File: src/rtl/prio_pkg.sv
package prio_pkg;
   // Spurious code: the highest line number of a bank
   function automatic int unsigned spurious_line(input int unsigned lines);
      return lines - 1;
   endfunction
endpackage

File: src/rtl/prio_rank.sv
// Relative rank of the lowest-ranked set bit, scanning upward from an offset.
// Empty set yields LINES.
module prio_rank #(
   parameter int unsigned LINES = 8,
   localparam int unsigned LW   = $clog2(LINES)
) (
   input  logic [LINES-1:0] set_i,
   input  logic [LW-1:0]    off_i,
   output logic [LW:0]      rank_o
);
   logic [LINES-1:0] rot_set;

   for (genvar p = 0; p < LINES; p++) begin : g_rot
      logic [LW+1:0] sum;
      logic [LW+1:0] idx;
      assign sum = (LW+2)'(p) + (LW+2)'(off_i);
      assign idx = (sum >= (LW+2)'(LINES)) ? sum - (LW+2)'(LINES) : sum;
      assign rot_set[p] = set_i[idx[LW-1:0]];
   end

   always_comb begin
      rank_o = (LW+1)'(LINES);
      for (int p = LINES - 1; p >= 0; p--) begin
         if (rot_set[p]) rank_o = (LW+1)'(p);
      end
   end
endmodule

File: src/rtl/prio_ack_state.sv
// In-service set, rotation offset and vector latch, updated on acknowledge.
module prio_ack_state #(
   parameter int unsigned LINES = 8,
   parameter int unsigned VEC_W = 8,
   localparam int unsigned LW   = $clog2(LINES)
) (
   input  logic             clk,
   input  logic             rst_n,
   input  logic             ack_i,
   input  logic             pres_req_i,
   input  logic [LW-1:0]    pres_line_i,
   input  logic             aeoi_i,
   input  logic             rot_aeoi_i,
   input  logic [VEC_W-1:0] base_i,
   output logic [LINES-1:0] isr_o,
   output logic [LW-1:0]    off_o,
   output logic [VEC_W-1:0] vec_o
);
   localparam logic [LW-1:0] SPUR = LW'(prio_pkg::spurious_line(LINES));

   logic [LW:0]   next_off_w;
   logic [LW-1:0] next_off;

   assign next_off_w = (LW+1)'(pres_line_i) + (LW+1)'(1);
   assign next_off   = (next_off_w >= (LW+1)'(LINES)) ? '0 : next_off_w[LW-1:0];

   always_ff @(posedge clk) begin
      if (!rst_n) begin
         isr_o <= '0;
         off_o <= '0;
         vec_o <= '0;
      end else if (ack_i) begin
         if (pres_req_i) begin
            vec_o <= {base_i[VEC_W-1:LW], pres_line_i};
            if (aeoi_i) begin
               if (rot_aeoi_i) off_o <= next_off;
            end else begin
               isr_o[pres_line_i] <= 1'b1;
            end
         end else begin
            vec_o <= {base_i[VEC_W-1:LW], SPUR};
         end
      end
   end
endmodule

File: src/rtl/prio_resolver.sv
module prio_resolver #(
   parameter int unsigned LINES        = 8,
   parameter int unsigned VEC_W        = 8,
   parameter int unsigned CASCADE_LINE = 2,
   parameter bit          IS_PRIMARY   = 1'b1,
   localparam int unsigned LW          = $clog2(LINES)
) (
   input  logic             clk,
   input  logic             rst_n,
   input  logic [LINES-1:0] pend_i,
   input  logic [LINES-1:0] mask_i,
   input  logic             nest_i,
   input  logic             aeoi_i,
   input  logic             rot_aeoi_i,
   input  logic [VEC_W-1:0] base_i,
   input  logic             ack_i,
   output logic             req_o,
   output logic [LW-1:0]    line_o,
   output logic [VEC_W-1:0] vec_o,
   output logic [LINES-1:0] isr_o,
   output logic [LW-1:0]    rot_o
);
   if (LINES < 2) begin : g_bad_lines
      $error("prio_resolver: LINES must be at least 2");
   end
   if (CASCADE_LINE >= LINES) begin : g_bad_casc
      $error("prio_resolver: CASCADE_LINE out of range");
   end
   if (VEC_W <= LW) begin : g_bad_vec
      $error("prio_resolver: VEC_W must exceed the line number width");
   end

   logic [LINES-1:0] cand;
   logic [LINES-1:0] svc_view;
   logic [LW:0]      cand_rank;
   logic [LW:0]      svc_rank;
   logic [LW+1:0]    line_sum;
   logic [LW-1:0]    win_line;
   logic             win;

   assign cand = pend_i & ~mask_i;

   if (IS_PRIMARY) begin : g_primary
      logic [LINES-1:0] casc_bit;
      assign casc_bit = LINES'(1) << CASCADE_LINE;
      assign svc_view = nest_i ? (isr_o & ~casc_bit) : isr_o;
   end else begin : g_secondary
      assign svc_view = isr_o;
   end

   prio_rank #(.LINES(LINES)) u_cand_rank (
      .set_i (cand),
      .off_i (rot_o),
      .rank_o(cand_rank)
   );

   prio_rank #(.LINES(LINES)) u_svc_rank (
      .set_i (svc_view),
      .off_i (rot_o),
      .rank_o(svc_rank)
   );

   assign win      = cand_rank < svc_rank;
   assign line_sum = (LW+2)'(cand_rank) + (LW+2)'(rot_o);
   assign win_line = (line_sum >= (LW+2)'(LINES)) ?
                     LW'(line_sum - (LW+2)'(LINES)) : LW'(line_sum);

   always_ff @(posedge clk) begin
      if (!rst_n) begin
         req_o  <= 1'b0;
         line_o <= '0;
      end else begin
         req_o  <= win & ~ack_i;
         line_o <= win_line;
      end
   end

   prio_ack_state #(.LINES(LINES), .VEC_W(VEC_W)) u_state (
      .clk        (clk),
      .rst_n      (rst_n),
      .ack_i      (ack_i),
      .pres_req_i (req_o),
      .pres_line_i(line_o),
      .aeoi_i     (aeoi_i),
      .rot_aeoi_i (rot_aeoi_i),
      .base_i     (base_i),
      .isr_o      (isr_o),
      .off_o      (rot_o),
      .vec_o      (vec_o)
   );
endmodule

File: config.mk
export PLATFORM = sky130hd
export DESIGN_NAME = prio_resolver
export DESIGN_NICKNAME = d
export VERILOG_FILES = /design/src/rtl/prio_pkg.sv /design/src/rtl/prio_rank.sv /design/src/rtl/prio_ack_state.sv /design/src/rtl/prio_resolver.sv
export SDC_FILE = /design/constraint.sdc
export NUM_CORES = 1
export LEC_CHECK = 0
export ABC_CLOCK_PERIOD_IN_PS = 2990
export BUFFER_PORTS_ARGS = -buffer_cell sky130_fd_sc_hd__buf_2
export CAP_MARGIN = 20
export CORE_AREA = 3 3 75 63
export DETAILED_ROUTE_END_ITERATION = 6
export DIE_AREA = 0 0 78 66
export MAX_ROUTING_LAYER = met4
export PLACE_DENSITY = 0.73
export REMOVE_ABC_BUFFERS = 1
export SLEW_MARGIN = 20
export SYNTH_ARGS = -nofsm -noshare
export SYNTH_HDL_FRONTEND = slang
export SYNTH_SLANG_ARGS = --single-unit
File: constraint.sdc
create_clock -name clk -period 2.99 [get_ports clk]
set_input_delay 0.1495 -clock clk [delete_from_list [all_inputs] [get_ports clk]]
set_output_delay 0.1495 -clock clk [all_outputs]
set_load 0.005 [all_outputs]
Yosys cells after proc, flatten, opt, wreduce, memory -nomap -nowiden
Cells that the tools add are included.

operators by class
  add/sub/neg operators = 18
  order comparisons = 21
  muxes and demuxes = 62
  bitwise logic cells = 6
  reductions and logical operators = 3

operator list
  operator                                                     count
  two-way mux 4 bit                                            16
  binary-select mux 1 bit (select 3 bit)                       16
  less-than comparator 3 x 4 -> 1 bit (second input constant)  9
  two-way mux 3 bit                                            12
  >= comparator 4 bit (second input constant)                  8
  subtractor 3 x 1 -> 3 bit (second input constant)            9
  two-way mux 1 bit                                            17
  adder 3 x 3 -> 4 bit (first input constant)                  4
  adder 2 x 3 -> 4 bit (first input constant)                  2
  AND 8 bit                                                    1
  NOT 8 bit                                                    1
  bitwise OR 8 bit                                             1
  adder 4 x 3 -> 5 bit                                         1
  >= comparator 5 x 4 -> 1 bit (second input constant)         1
  adder 1 x 3 -> 4 bit (first input constant)                  1
  adder 3 x 1 -> 4 bit (second input constant)                 1
  >= comparator 3 x 4 -> 1 bit (second input constant)         1
  less-than comparator 4 bit                                   1
  AND reduction 4 bit                                          1
  demux 1 bit (select 3 bit)                                   1
  >= comparator 3 x 1 -> 1 bit (second input constant)         1
  AND reduction 3 bit                                          1
  NOT 1 bit                                                    2
  AND 1 bit                                                    1
  logical AND 1 bit                                            1

storage, ports and cells
  bits in registers = 23
  input port bits = 30
  output and inout bits = 23
  logic and storage cells = 115

Logic depth before layout (Yosys ltp)
  word-level depth = 16
  depth in mapped cells = 13
  depth with buffers taken out = 12

Modules after synthesis
From an unflattened synthesis, not the netlist that was laid out.

unflattened totals
  cell total of the unflattened synthesis = 231
  area, all modules = 2,406.1 um^2

modules (own cells, without submodules)
  module          times used  cells an instance  area an instance (um^2)  sequential area each (um^2)
  prio_rank       2           63                 688.2                    0.0
  prio_ack_state  1           71                 732.0                    380.4
  prio_resolver   1           34                 297.8                    80.1

Worst setup path after synthesis
OpenSTA, ideal clock, no wires.

  kind = register to register
  start = register u_state.off_o[0]
  end = register req_o
  library setup time = 0.096 ns
  arrival time = 2.903 ns
  data required time = 2.894 ns
  setup slack = -0.009 ns
  stages on the path, launching flop included = 13
  buffers on the path = 1
  clock period less this slack = 2.999 ns
  cell sequence = dfxtp_1 -> inv_2 -> ha_1 -> buf_2 -> mux4_1 -> nor2b_1 -> a211oi_1 -> nand3_1 -> or2_1 -> ha_1 -> nor2_1 -> nand2_1 -> o41ai_2

between the ends
  longest elaborated chain between the ends = 15
  elaborated cells between the ends (all ways) = 81
  classes of those cells = add/sub: 15; order compare: 9; mux: 56; bitwise: 1

RTL lines
  item                                                              line                  RTL
  start: declaration                                                prio_ack_state.sv:16  output logic [LW-1:0] off_o,
  start signal: assignment                                          prio_ack_state.sv:36  if (rot_aeoi_i) off_o <= next_off;
  adder 3 x 3 -> 4 bit                                              prio_rank.sv:16       assign sum = (LW+2)'(p) + (LW+2)'(off_i);
  >= comparator 4 bit or subtractor 3 x 1 -> 3 bit (tied branches)  prio_rank.sv:17       assign idx = (sum >= (LW+2)'(LINES)) ? sum - (LW+2)'(LINES) : sum;
  two-way mux 3 bit                                                 prio_rank.sv:17
  binary-select mux 1 bit (select 3 bit)                            prio_rank.sv:18       assign rot_set[p] = set_i[idx[LW-1:0]];
  two-way mux 1 bit (implied by the code)                           prio_rank.sv:18
  two-way mux 4 bit (8 in a row)                                    prio_rank.sv:24       if (rot_set[p]) rank_o = (LW+1)'(p);
  less-than comparator 4 bit (*)                                    prio_resolver.sv:63   assign win = cand_rank < svc_rank;
  AND 1 bit (*)                                                     prio_resolver.sv:73   req_o <= win & ~ack_i;
  end signal: assignment                                            prio_resolver.sv:73
  end: declaration                                                  prio_resolver.sv:17   output logic req_o,

Mark *: on every way between the ends. The rest lies on a longest branch, timed or not. The select of a mux whose other input is x is not followed.
A chain may end at the register's enable or synchronous reset.

Worst setup path after layout
  start = register u_state.off_o[0]
  end = register line_o[2]

between the ends
  longest elaborated chain between the ends = 16
  elaborated cells between the ends (all ways) = 59
  classes of those cells = add/sub: 17; order compare: 9; mux: 33

RTL lines
  item                                                                       line                                      RTL
  adder 3 x 3 -> 4 bit                                                       prio_rank.sv:16
  >= comparator 4 bit or subtractor 3 x 1 -> 3 bit (tied branches)           prio_rank.sv:17
  two-way mux 3 bit                                                          prio_rank.sv:17
  binary-select mux 1 bit (select 3 bit)                                     prio_rank.sv:18
  two-way mux 1 bit (implied by the code)                                    prio_rank.sv:18
  two-way mux 4 bit (8 in a row)                                             prio_rank.sv:24
  adder 4 x 3 -> 5 bit (*)                                                   prio_resolver.sv:64                       assign line_sum = (LW+2)'(cand_rank) + (LW+2)'(rot_o);
  >= comparator 5 x 4 -> 1 bit or subtractor 3 x 1 -> 3 bit (tied branches)  prio_resolver.sv:65, prio_resolver.sv:66
  two-way mux 3 bit (*)                                                      prio_resolver.sv:65                       assign win_line = (line_sum >= (LW+2)'(LINES)) ?
  end signal: assignment                                                     prio_resolver.sv:74                       line_o <= win_line;
  end: declaration                                                           prio_resolver.sv:18                       output logic [LW-1:0] line_o,

Marked as above.

==> impl_metrics.tcl <==
set metrics [dict create \
    fin_area_mm2 0.00224 \
    core_mm2 0.00410 \
    place_congestion 0.874 \
    clock_latency_ns 0.26 \
    wl_per_cell_um 13.2 \
    yosysTopAreaCellShare_pct 24.7 \
    power_leakage_nw 0.994 \
    post_dp_cell_area_mm2 0.00216 \
    finalSetupTns_ns 0 \
    synth_top_family_by_area "multiplexers" \
    cts_root_buf "clkbuf_8" \
    synthAdderAreaFrac_pct 5.77 \
    stdcell_count 296 \
    track_usage_pct 16.1 \
    syn_inst 190 \
    yosysMostFrequentCell "dfxtp_1" \
    cts_buffers 3 \
    vdd_ir_drop_max_mv 0.196 \
    grt_overflow 0 \
    areaGrowthSynthToFinish_pct 19.9 \
    rsz0062_at_grt "false" \
    worstSetupStartpointType "flop" \
    path_buf_inv 2 \
    yosysTopAreaCell "dfxtp_1" \
    finalHoldViolCount 0 \
    nNetsFinal 278 \
    clock_sinks 23 \
    required_ns 3.15 \
    drt_pass1_iterations 4 \
    grt_pass1_vias 1399 \
    ant_nets 0 \
    seqPwrFrac_pct 47.7 \
    drive_gt1_share_pct 34.7 \
    clkPwrFrac_pct 25.8 \
    timing.slew.headroom_pct 75.2 \
    power_switching_w 0.000208 \
    hold_depth 3 \
    post-place-cells 292 \
    start_util_pct 45.5 \
    setup_violations 0 \
    grt_pass1_wl_um 6420 \
    ys.flop_type "dfxtp_1" \
    critPathCaptureType "flop" \
    synth.area.mux_share_pct 27.8 \
    critPathSlowestCell "mux4_2" \
    cp_max_fo 5 \
    tritoncts "done" \
    ios 53 \
    p_int_w 0.000520 \
    netlist_top_cells_area "dfxtp_1, mux2i_1, mux4_2" \
    period_minus_slack_ns 2.76 \
    ctsLongestPathBuffers 2 \
    synth.cell_area_mm2 0.00186 \
    num-fill-cells 383 \
    num_antenna_cells 0 \
    synth_compound_area_share_pct 12.1 \
    cp_data_arrival_time_ns 2.92 \
    critical-path-max-stage-delay_ns 0.52 \
    worstSetupPathDepth 11 \
    synth-seq-cells 23 \
    drtIter0Drc 50 \
    period_share_pct 92.4 \
    yosysWarnings 0 \
    drcViolationCount 0 \
    wl_um 3910 \
    power_density_mw_per_mm2 326 \
    die-area_mm2 0.00515 \
    hpwl_um 3120 \
    maxSlewViolCount 0 \
    worst_path_most_repeated_cell "xnor2_1" \
    skew_ns 0.00163 \
    synth_edf_count 0 \
    antenna_found_initial 0 \
    cpLargestDelayFamily "multiplexers" \
    die_w_um 78 \
    worstMarginPinSlew_ns 0.361 \
    grt_max_degree 25 \
    switching_share_pct 28.6 \
    clkTransAtPathRegs_ns 0.08 \
    async_reset_ff_share_pct 0 \
    pwr-share-comb_pct 26.5 \
    postCtsHoldBufs 0 \
    syn_avg_cell_area_um2 9.81 \
    fmax_mhz 362 \
    min_path_type "primary input to flop" \
    die_y_um 66 \
    status "finished, final reports clean" \
    synth_xor_area_share_pct 3.15 \
    rows 21 \
    vias 1559 \
    ys_seq_area_share_pct 24.7 \
    r2r_cells 11 \
    whs_ns 0.145 \
    ys_top_cells_by_count "dfxtp_1, mux2i_1, nand2b_1" \
    drv_cap 0 \
    portBuffers 49 \
    p_total_w 0.000728 \
    worstSetupPathType "flop to flop" \
    synth_cell_types 46 \
    cp_cell_sequence "inv_2 > buf_4 > mux4_2 > mux2_2 > nand4_1 > nand3_1 > ha_1 > fa_1 > xnor2_1 > xnor2_1 > and2_1" \
    h-tree-depth 1 \
    via_per_inst 5.27 \
    synth-simple-area-share_pct 21.5 \
]
-- worst register-to-register path, stage by stage (launching register included) --
cell	delay, ns
dfxtp_2	0.34
inv_2	0.07
buf_4	0.15
mux4_2	0.53
mux2_2	0.33
nand4_1	0.09
nand3_1	0.12
ha_1	0.23
fa_1	0.38
xnor2_1	0.15
xnor2_1	0.13
and2_1	0.16
-- cells by family after synthesis --
group / after synthesis
multiplexers: 36
XOR/XNOR: 5
buffers and inverters: 18
flip-flops: 23
AND/OR/NAND/NOR: 68
AO/OA/AOI/OAI: 32
adder cells (fa/ha/maj): 8
-- area by class of cell --
| class | count | area [um2] | area share (%) |
|---|---|---|---|
| multi-input cells | 149 | 1330 | 59.5 |
| flip-flops and latches | 23 | 462 | 20.6 |
| repair buffers | 55 | 298 | 13.3 |
| well taps | 57 | 71.3 | 3.19 |
| clock buffers | 4 | 45.0 | 2.01 |
| inverters | 8 | 30.0 | 1.34 |
-- layout by cell type, fill, tap and decap left out, types with 4 or more instances in the layout --
master    netlist  layout
dfxtp_1        23      22
a21oi_1         6       6
nor2_1          6       6
buf_4           0       5
nor4_1          4       4
nand2b_1       14      14
o21a_1          6       6
mux4_2          8       8
nor2b_1        11      11
o21ai_0         5       5
and2_1          5       5
nand2_1         8       8
nand3_1         5       5
nand4_1         4       4
mux2_2          7       7
buf_2           4      49
a31oi_1         5       5
ha_1            7       6
mux2i_1        18      18
inv_1           6       6
-- repair_timing --
item	4_1_cts	5_1_grt
buffers inserted	0	0
endpoints found under the setup margin	1	2
pin swaps	0	1
gates resized for setup	1	5
-- routing by layer --
layer | vias up | global-route usage [%] | wire length [um]
li1 | 805 | - | -
met1 | 730 | 21.2 | 1970
met2 | 17 | 26.1 | 1800
met3 | 7 | 2.45 | 85
met4 | 0 | 4.37 | 47
met5 | - | - | 0
-- power by group through the flow --
stage          Sequential [W]  Combinational, W  Clock (W)
3_3_place_gp         0.000354          0.000188          0
4_1_cts              0.000347          0.000192   0.000196
5_1_grt              0.000351          0.000217   0.000206
6_report             0.000348          0.000193   0.000188
3_5_place_dp         0.000354          0.000191          0
2_1_floorplan        0.000354          0.000121          0
-- metrics by stage --
stage / setup slack (ns) / util [%]
after CTS: 0.0180 / 54.0
after global placement: 0.129 / 52.8
after global routing: 0.0140 / 54.5
after floorplan: -0.434 / -
after detailed placement: 0.0324 / 52.8
final: 0.226 / 54.5
-- sequential cells by signal (all words and copies together), names as in the netlist --
| signal | count |
|---|---|
| u_state.isr_o | 8 |
| line_o | 3 |
| u_state.off_o | 3 |
| u_state.vec_o | 8 |
| req_o | 1 |
-- final timing paths --
check                                 from  slack, ns                       endpoint
max          u_state.off_o[0]$_SDFFE_PN0P_       0.23           line_o[2]$_SDFF_PN0_
min                              base_i[7]       0.15  u_state.vec_o[7]$_SDFFE_PN0P_
max reg2reg  u_state.off_o[0]$_SDFFE_PN0P_       0.23           line_o[2]$_SDFF_PN0_
min reg2reg  u_state.vec_o[0]$_SDFFE_PN0P_       0.50  u_state.vec_o[0]$_SDFFE_PN0P_
(Power assumes the default switching activity.)
